`src/rtl/wrcal_pkg.sv`:
```
// Shared definitions for the write-delay cycle calibration controller.
// Assumes an eight-beat, byte-wide training burst per lane.
package wrcal_pkg;

    localparam int BURST_BEATS = 8;
    localparam int BURST_W     = BURST_BEATS * 8;

    typedef enum logic [2:0] {
        CS_IDLE,
        CS_WRITE,
        CS_READ,
        CS_ALIGN,
        CS_EVAL,
        CS_CHECK,
        CS_DONE
    } cal_state_t;

    // Byte value of one training beat.
    function automatic logic [7:0] train_byte(input int beat);
        case (beat)
            0: train_byte = 8'hFF;
            1: train_byte = 8'h00;
            2: train_byte = 8'hAA;
            3: train_byte = 8'h55;
            4: train_byte = 8'h55;
            5: train_byte = 8'hAA;
            6: train_byte = 8'h99;
            default: train_byte = 8'h66;
        endcase
    endfunction

    // Whole burst packed with beat 0 in the lowest byte.
    function automatic logic [BURST_W-1:0] train_word();
        logic [BURST_W-1:0] w;
        w = '0;
        for (int b = 0; b < BURST_BEATS; b++) begin
            w[8*b +: 8] = train_byte(b);
        end
        return w;
    endfunction

endpackage

```
`src/rtl/wrcal_lane.sv`:
```
// One byte lane: holds the captured burst, compares it against the
// training word and steps or locks its whole-cycle delay.
// Assumes clear, capture and eval are single-cycle strobes from the sequencer.
module wrcal_lane
    import wrcal_pkg::*;
#(
    parameter int MAX_CYCLES = 3,
    parameter int DLY_W      = 2
) (
    input  logic               clk,
    input  logic               rst_n,
    input  logic               clear,
    input  logic               capture,
    input  logic               eval,
    input  logic [BURST_W-1:0] rd_word,
    output logic [DLY_W-1:0]   dly,
    output logic               locked,
    output logic               failed
);

    localparam logic [BURST_W-1:0] EXPECT  = train_word();
    localparam logic [DLY_W-1:0]   DLY_TOP = DLY_W'(MAX_CYCLES);

    logic [BURST_W-1:0] cap_q;
    logic [DLY_W-1:0]   dly_q;
    logic               lock_q;
    logic               fail_q;
    logic               match;

    // Burst register, loaded only on the readback strobe.
    always_ff @(posedge clk) begin
        if (!rst_n) begin
            cap_q <= '0;
        end else if (capture) begin
            cap_q <= rd_word;
        end
    end

    // Full-width compare of the held burst.
    always_comb begin
        match = (cap_q == EXPECT);
    end

    // Delay search: step on mismatch, lock on match, fail at the top.
    always_ff @(posedge clk) begin
        if (!rst_n || clear) begin
            dly_q  <= '0;
            lock_q <= 1'b0;
            fail_q <= 1'b0;
        end else if (eval && !lock_q && !fail_q) begin
            if (match) begin
                lock_q <= 1'b1;
            end else if (dly_q == DLY_TOP) begin
                fail_q <= 1'b1;
            end else begin
                dly_q <= dly_q + DLY_W'(1);
            end
        end
    end

    assign dly    = dly_q;
    assign locked = lock_q;
    assign failed = fail_q;

endmodule

```
`src/rtl/wrcal_seq.sv`:
```
// Shared write/read/compare loop sequencer for all lanes.
// Assumes handshake inputs are sampled on the rising edge while the
// matching request is high; all_resolved reflects lane state after eval.
module wrcal_seq
    import wrcal_pkg::*;
(
    input  logic clk,
    input  logic rst_n,
    input  logic start,
    input  logic wr_ack,
    input  logic rd_valid,
    input  logic rd_aligned,
    input  logic all_resolved,
    output logic wr_req,
    output logic rd_req,
    output logic clear,
    output logic capture,
    output logic eval,
    output logic done
);

    cal_state_t st_q;
    cal_state_t st_nx;

    // State register.
    always_ff @(posedge clk) begin
        if (!rst_n) begin
            st_q <= CS_IDLE;
        end else begin
            st_q <= st_nx;
        end
    end

    // Next-state decision for one pass of the training loop.
    always_comb begin
        st_nx = st_q;
        case (st_q)
            CS_IDLE:  if (start)      st_nx = CS_WRITE;
            CS_WRITE: if (wr_ack)     st_nx = CS_READ;
            CS_READ:  if (rd_valid)   st_nx = CS_ALIGN;
            CS_ALIGN: if (rd_aligned) st_nx = CS_EVAL;
            CS_EVAL:                  st_nx = CS_CHECK;
            CS_CHECK: st_nx = all_resolved ? CS_DONE : CS_WRITE;
            CS_DONE:  if (start)      st_nx = CS_WRITE;
            default:                  st_nx = CS_IDLE;
        endcase
    end

    // Strobes and requests decoded from the current state.
    always_comb begin
        wr_req  = (st_q == CS_WRITE);
        rd_req  = (st_q == CS_READ);
        capture = (st_q == CS_READ) && rd_valid;
        eval    = (st_q == CS_EVAL);
        done    = (st_q == CS_DONE);
        clear   = start && ((st_q == CS_IDLE) || (st_q == CS_DONE));
    end

endmodule

```
`src/rtl/wrcal_cycle_ctrl.sv`:
```
// Top of the write-delay cycle calibration controller: one sequencer
// driving LANES independent lane searchers.
// Assumes rd_data carries 64 bits per lane, lane 0 in the lowest bits.
module wrcal_cycle_ctrl
    import wrcal_pkg::*;
#(
    parameter int LANES      = 4,
    parameter int MAX_CYCLES = 3,
    parameter int DLY_W      = $clog2(MAX_CYCLES + 1)
) (
    input  logic                     clk,
    input  logic                     rst_n,
    input  logic                     start,
    input  logic                     rd_aligned,
    output logic                     wr_req,
    input  logic                     wr_ack,
    output logic                     rd_req,
    input  logic                     rd_valid,
    input  logic [LANES*BURST_W-1:0] rd_data,
    output logic [LANES*DLY_W-1:0]   cyc_dly,
    output logic [LANES-1:0]         lane_err,
    output logic                     done,
    output logic                     err
);

    logic             clear;
    logic             capture;
    logic             eval;
    logic [LANES-1:0] lane_lock;
    logic [LANES-1:0] lane_fail;
    logic             all_resolved;

    wrcal_seq u_seq (
        .clk          (clk),
        .rst_n        (rst_n),
        .start        (start),
        .wr_ack       (wr_ack),
        .rd_valid     (rd_valid),
        .rd_aligned   (rd_aligned),
        .all_resolved (all_resolved),
        .wr_req       (wr_req),
        .rd_req       (rd_req),
        .clear        (clear),
        .capture      (capture),
        .eval         (eval),
        .done         (done)
    );

    for (genvar n = 0; n < LANES; n++) begin : g_lane
        wrcal_lane #(
            .MAX_CYCLES (MAX_CYCLES),
            .DLY_W      (DLY_W)
        ) u_lane (
            .clk     (clk),
            .rst_n   (rst_n),
            .clear   (clear),
            .capture (capture),
            .eval    (eval),
            .rd_word (rd_data[n*BURST_W +: BURST_W]),
            .dly     (cyc_dly[n*DLY_W +: DLY_W]),
            .locked  (lane_lock[n]),
            .failed  (lane_fail[n])
        );
    end

    // Lane resolution summary and error flags.
    always_comb begin
        all_resolved = &(lane_lock | lane_fail);
        lane_err     = lane_fail;
        err          = |lane_fail;
    end

endmodule

```
`config.mk`:
```
export PLATFORM = sky130hd
export DESIGN_NAME = wrcal_cycle_ctrl
export DESIGN_NICKNAME = d
export VERILOG_FILES = /design/src/rtl/wrcal_pkg.sv /design/src/rtl/wrcal_lane.sv /design/src/rtl/wrcal_seq.sv /design/src/rtl/wrcal_cycle_ctrl.sv
export SDC_FILE = /design/constraint.sdc
export NUM_CORES = 1
export LEC_CHECK = 0
export ABC_AREA = 1
export BUFFER_PORTS_ARGS = -buffer_cell sky130_fd_sc_hd__clkbuf_2
export CAP_MARGIN = 20
export CORE_ASPECT_RATIO = 1.2
export CORE_UTILIZATION = 50
export CTS_BUF_LIST = sky130_fd_sc_hd__clkbuf_4 sky130_fd_sc_hd__clkbuf_8
export DETAILED_ROUTE_END_ITERATION = 10
export PLACE_DENSITY = 0.87
export SLEW_MARGIN = 20
export SYNTH_ARGS = -nofsm -noshare
export SYNTH_HDL_FRONTEND = slang
export SYNTH_HIERARCHICAL = 1
export SYNTH_SLANG_ARGS = --single-unit
```
`constraint.sdc`:
```
create_clock -name clk -period 2.4 [get_ports clk]
set_input_delay 0.36 -clock clk [delete_from_list [all_inputs] [get_ports clk]]
set_output_delay 0.36 -clock clk [all_outputs]
set_load 0.005 [all_outputs]
```
Word-level counts from Yosys, hierarchy flattened --
Index checks and enable logic that the tools add are counted. W data, S select, Z words.
Storage, ports and cells: logic and storage cells 92, register bits 275, output and inout port bits 16, input port bits 262
Cells by class: eq/ne operators 18, multiplexer cells 6, bitwise gates (word level) 9, reductions and logical operators 38, add/sub/neg operators 4
Operator list (number):
- $eq A64 B63 Y1 const B | 4
- $reduce_and A3 Y1 | 8
- $pmux W3 S6 | 1
- $mux W3 | 5
- $logic_and A1 B1 Y1 | 10
- $eq A3 B3 Y1 const B | 3
- $logic_not A1 Y1 | 9
- $add A2 B1 Y2 const B | 4
- $eq A2 B2 Y1 const B | 4
- $not A1 Y1 | 8
- $reduce_and A2 Y1 | 4
- $reduce_and A4 Y1 | 2
- $eq A3 B2 Y1 const B | 2
- $ne A2 B1 Y1 const B | 3
- $or A4 B4 Y4 | 1
- $reduce_or A4 Y1 | 1
- $eq A3 B1 Y1 const B | 1
- $logic_not A3 Y1 | 1
- $logic_or A1 B1 Y1 | 2
- $ne A2 B2 Y1 const B | 1
- $reduce_or A2 Y1 | 1

Depth between registers and ports, before layout --
depth in word-level cells 4, depth in mapped cells 11, mapped depth without buffers 11

Hierarchy --
The synthesis kept the hierarchy.
By module, submodules not included:
- wrcal_lane | sequential area each 1361.3 µm², times used 4, cells an instance 383, area each 2673.8 µm²
- wrcal_seq | sequential area each 60.1 µm², times used 1, cells an instance 52, area each 306.5 µm²
- wrcal_cycle_ctrl | sequential area each 0.0 µm², times used 1, cells an instance 16, area each 62.6 µm²

Least setup slack after synthesis --
Ideal clock, no wire load.
path type reg-to-reg, from register u_seq.st_q[0], to register g_lane[0].u_lane.cap_q[34], stages on the path, launching flop included 9, setup time 0.116 ns, arrival 2.082 ns, data required time 2.284 ns, period minus slack after synthesis 2.197 ns, slack 0.203 ns, buffers on the path 2, path through dfxtp_1 > inv_2 > nand3_2 > nor2_1 > inv_2 > buf_2 > buf_2 > nor2_1 > nor2_1
Between the ends: cells in the longest elaborated chain, start to end 2
RTL lines:
- start, declared | line wrcal_seq.sv:22 | cal_state_t st_q;
- start signal, assigned | line wrcal_seq.sv:30 | st_q <= st_nx;
- $eq A3 B2 Y1 | line wrcal_seq.sv:53 | capture = (st_q == CS_READ) && rd_valid;
- $logic_and A1 B1 Y1 | line wrcal_seq.sv:53
- via capture | line wrcal_cycle_ctrl.sv:27 | logic capture;
- end signal, assigned | line wrcal_lane.sv:35 | cap_q <= rd_word;
- end, declared | line wrcal_lane.sv:24 | logic [BURST_W-1:0] cap_q;
The timed path passes the listed nets, and every way through them passes these cells. A chain may end at the register's enable or synchronous reset.

Final worst setup path --
from register u_seq.st_q[2], to register g_lane[0].u_lane.cap_q[46]
The elaborated chain is that of the path after synthesis.

==> impl_metrics.env <==
export IMPL_drcViolationCount=0
export IMPL_cp_top_family="buffers and inverters"
export IMPL_synth_ff_type="dfxtp_1"
export IMPL_setup_viol=0
export IMPL_num_rows=59
export IMPL_synth_warnings=6
export IMPL_r2r_slack_ns=0.34
export IMPL_ys_ff_latch=275
export IMPL_port_buffer_count=277
export IMPL_numCtsBuffers=45
export IMPL_cp_end_kind="flip-flop"
export IMPL_boundaryPins=278
export IMPL_worst_setup_path_type="reg2reg"
export IMPL_rsz0062_at_grt="false"
export IMPL_area_growth_pct=22.6
export IMPL_grt_ovfl_total=0
export IMPL_hold_start="rd_data[252]"
export IMPL_timing_hold_ws_ns=0.0368
export IMPL_ys_seq_area_share_pct=49.8
export IMPL_avgSynthCellArea_sq_um=6.92
export IMPL_hold_end="g_lane[3].u_lane/cap_q[60]$_SDFFE_PN0P_"
export IMPL_muxShareOfSynthArea_pct=0
export IMPL_synthCells=1600
export IMPL_drt_initial_drc_count=524
export IMPL_cellLeakagePower_nw=6.79
export IMPL_path_max_fanout=89
export IMPL_clk_latency_ns=0.54
export IMPL_path_depth=6
export IMPL_clock_sinks=275
export IMPL_drive_gt1_share_pct=21.8
export IMPL_antenna_found_initial=0
export IMPL_crit_buf_inv=2
export IMPL_synth_top_family_by_area="simple AND/OR/NAND/NOR gates"
export IMPL_synth_async_reset_ratio_pct=0
export IMPL_root_buffer="clkbuf_8"
export IMPL_worstRegToRegCells=6
export IMPL_worst_pin_slew_ns=0.820
export IMPL_hold_depth=3
export IMPL_synth_area_top_cells="dfxtp_1 50%, nor2_1 20%, o21ai_0 12%"
export IMPL_regToRegStartpoint="u_seq/st_q[2]$_SDFFE_PN0P_"
export IMPL_die_y_um=165
export IMPL_hold_class="in2reg"
export IMPL_core_area_sq_mm=0.0217
export IMPL_dp_cells=2082
export IMPL_pre_cts_ws_ns=0.403
export IMPL_yosys_area_share_xor_xnor_pct=0
export IMPL_tns_ns=0
export IMPL_n_fill_cell=1934
export IMPL_crit_chain="inv_1, nand3_2, nor2_4, buf_4, o21ai_0, nor2_1"
export IMPL_cts_tree="done"
export IMPL_syn_area_sq_mm=0.0111
export IMPL_fin_crit_sh_pct=85.6
export IMPL_vias=10452
export IMPL_htreeDepth=2
export IMPL_grt_usage_pct=22.7
export IMPL_gp_congestion=0.773
export IMPL_finalClockSkew_ns=0.0305
export IMPL_synthesis_nets=1866
export IMPL_clk_pin_slew_worst_paths_ns=0.06
export IMPL_cpPeakStageDelay_ns=0.62
export IMPL_synth_top_area_share_pct=49.8
export IMPL_grt_pass1_wl_um=42200
export IMPL_synth_compound_area_share_pct=12.9
export IMPL_die_w_um=138
export IMPL_dp_hpwl_um=17500
export IMPL_worst_setup_path_start_kind="flip-flop"
export IMPL_critPathRequiredTime_ns=2.87
export IMPL_drt_wl_total_um=26100
export IMPL_wl_per_cell_um=12.1
export IMPL_cp_startpoint="u_seq/st_q[2]$_SDFFE_PN0P_"
export IMPL_design_area_sq_mm=0.0136
export IMPL_cts_max_path_buffers=3
export IMPL_finalHoldViolations=0
export IMPL_initial_core_util_pct=51.0
export IMPL_yosys_area_share_simple_pct=29.4
export IMPL_yosysUniqueCellTypes=21
export IMPL_yosys_area_share_adder_pct=0.452
export IMPL_grt_max_degree=105
export IMPL_drv_slew=0
export IMPL_placed_cell_area_sq_mm=0.0126
export IMPL_holdBufCountCts=0
export IMPL_drtAntennaViolNets=0
export IMPL_maxCapViolations=0
export IMPL_period_minus_slack_ns=2.06
export IMPL_slew_headroom_pct=45.3
export IMPL_slowest_stage="buf_4"
export IMPL_layout_nets=2121
export IMPL_synth_edf_count=0
export IMPL_ir_worst_vdd_uv=621
export IMPL_drt_pass1_iter_count=5
export IMPL_max_freq_mhz=487
export IMPL_via_per_inst=4.84
export IMPL_cp_data_arrival_time_ns=2.53
export IMPL_die_area_sq_mm=0.0227
export IMPL_finalWorstSetupSlack_ns=0.345
export IMPL_status="finished clean"
export IMPL_instances_no_fill=2160
export IMPL_yosys_area_top_type="dfxtp_1"
export IMPL_grt_pass1_vias=9858
export IMPL_r2r_end="g_lane[0].u_lane/cap_q[46]$_SDFFE_PN0P_"
export IMPL_num_antenna_cells=0
export IMPL_p_per_area_mw_per_mm2=912
## what timing repair did
action | CTS | global route
setup endpoints to repair | 0 | 27
gates resized for setup | 0 | 2
buffers inserted | 0 | 0
## cell type report
type / instances / area, sq um / area share, %
Sequential cell: 275 / 5510 / 40.6
Multi-Input combinational cell: 1111 / 4740 / 35.0
Timing Repair Buffer: 288 / 1500 / 11.1
Clock buffer: 71 / 902 / 6.65
Inverter: 134 / 508 / 3.75
Tap cell: 274 / 343 / 2.53
Clock inverter: 7 / 62.6 / 0.461
## cells in the mapped netlist, types with 4 or more instances
master and count:
nand2_1 163, clkinv_1 8, nor2_2 28, inv_2 6
a21oi_1 24, nand4_1 12, inv_1 120, buf_2 16
dfxtp_1 275, o21ai_0 258, ha_1 4, nor2_1 590
nand2_2 4, nand3_1 22, clkbuf_1 64
## tightest hold or removal path, delay by kind of cell
family,cells,cell delay [ns]
buffers and inverters,1,0.07
and+or+nand+nor,2,0.11
## how the worst max path moves through the flow
stage / slack (ns) / end
floorplan: 0.20 / g_lane[0].u_lane/cap_q[34]$_SDFFE_PN0P_
finish: 0.34 / g_lane[0].u_lane/cap_q[46]$_SDFFE_PN0P_
global placement: 0.51 / g_lane[3].u_lane/cap_q[61]$_SDFFE_PN0P_
global route: 0.12 / g_lane[1].u_lane/cap_q[13]$_SDFFE_PN0P_
detailed placement: 0.40 / g_lane[3].u_lane/cap_q[38]$_SDFFE_PN0P_
CTS: 0.34 / g_lane[3].u_lane/cap_q[5]$_SDFFE_PN0P_
## registers in the layout (all words and copies together) (netlist names)
| name | cells |
|---|---|
| g_lane.u_lane/failed | 4 |
| u_seq/st_q | 3 |
| g_lane.u_lane/cap_q | 256 |
| g_lane.u_lane/dly | 8 |
| g_lane.u_lane/locked | 4 |
## placed cells by master, fill, tap and decap left out, types with 2 or more instances in the layout
| master | netlist | routed |
|---|---|---|
| inv_2 | 6 | 4 |
| dfxtp_1 | 275 | 275 |
| ha_1 | 4 | 4 |
| clkbuf_8 | 0 | 59 |
| clkinv_2 | 0 | 5 |
| nor2_4 | 1 | 2 |
| nand4_1 | 12 | 12 |
| buf_4 | 0 | 9 |
| clkbuf_4 | 0 | 12 |
| buf_12 | 0 | 2 |
| nor2_1 | 590 | 589 |
| nor2_2 | 28 | 28 |
| a21oi_1 | 24 | 24 |
| inv_4 | 0 | 2 |
| inv_1 | 120 | 120 |
| clkinv_1 | 8 | 8 |
| clkbuf_2 | 0 | 276 |
| nand3_1 | 22 | 22 |
| nand2_2 | 4 | 4 |
| o21ai_0 | 258 | 258 |
| nand2_1 | 163 | 163 |
## layer usage
layer	vias up	part of all wire (%)	routed length (um)	track usage (%)
met3	63	6.3	1640	5.34
met4	0	3.2	823	9.63
met5	-	0	0	0
met1	4604	42	11000	26.8
li1	5484	-	-	-
met2	301	48	12600	39.1
## cells by family after synthesis
logic type      after synthesis
simple gates                823
compound gates              284
flops                       275
buf+inv                     214
fa+ha+maj                     4
## metrics by stage
step | power, W | utilization, %
after floorplan | 0.00750 | -
after global placement | 0.00809 | 58.0
after detailed placement | 0.00821 | 58.0
after CTS | 0.0125 | 62.5
after global routing | 0.0132 | 62.5
final | 0.0124 | 62.5
## where the power goes
part           switching, W  internal, W  total (W)
registers          0.000419      0.00544    0.00586
clock network       0.00176      0.00248    0.00425
logic               0.00144     0.000828    0.00227
No activity file was read; power rests on OpenSTA's default activity.
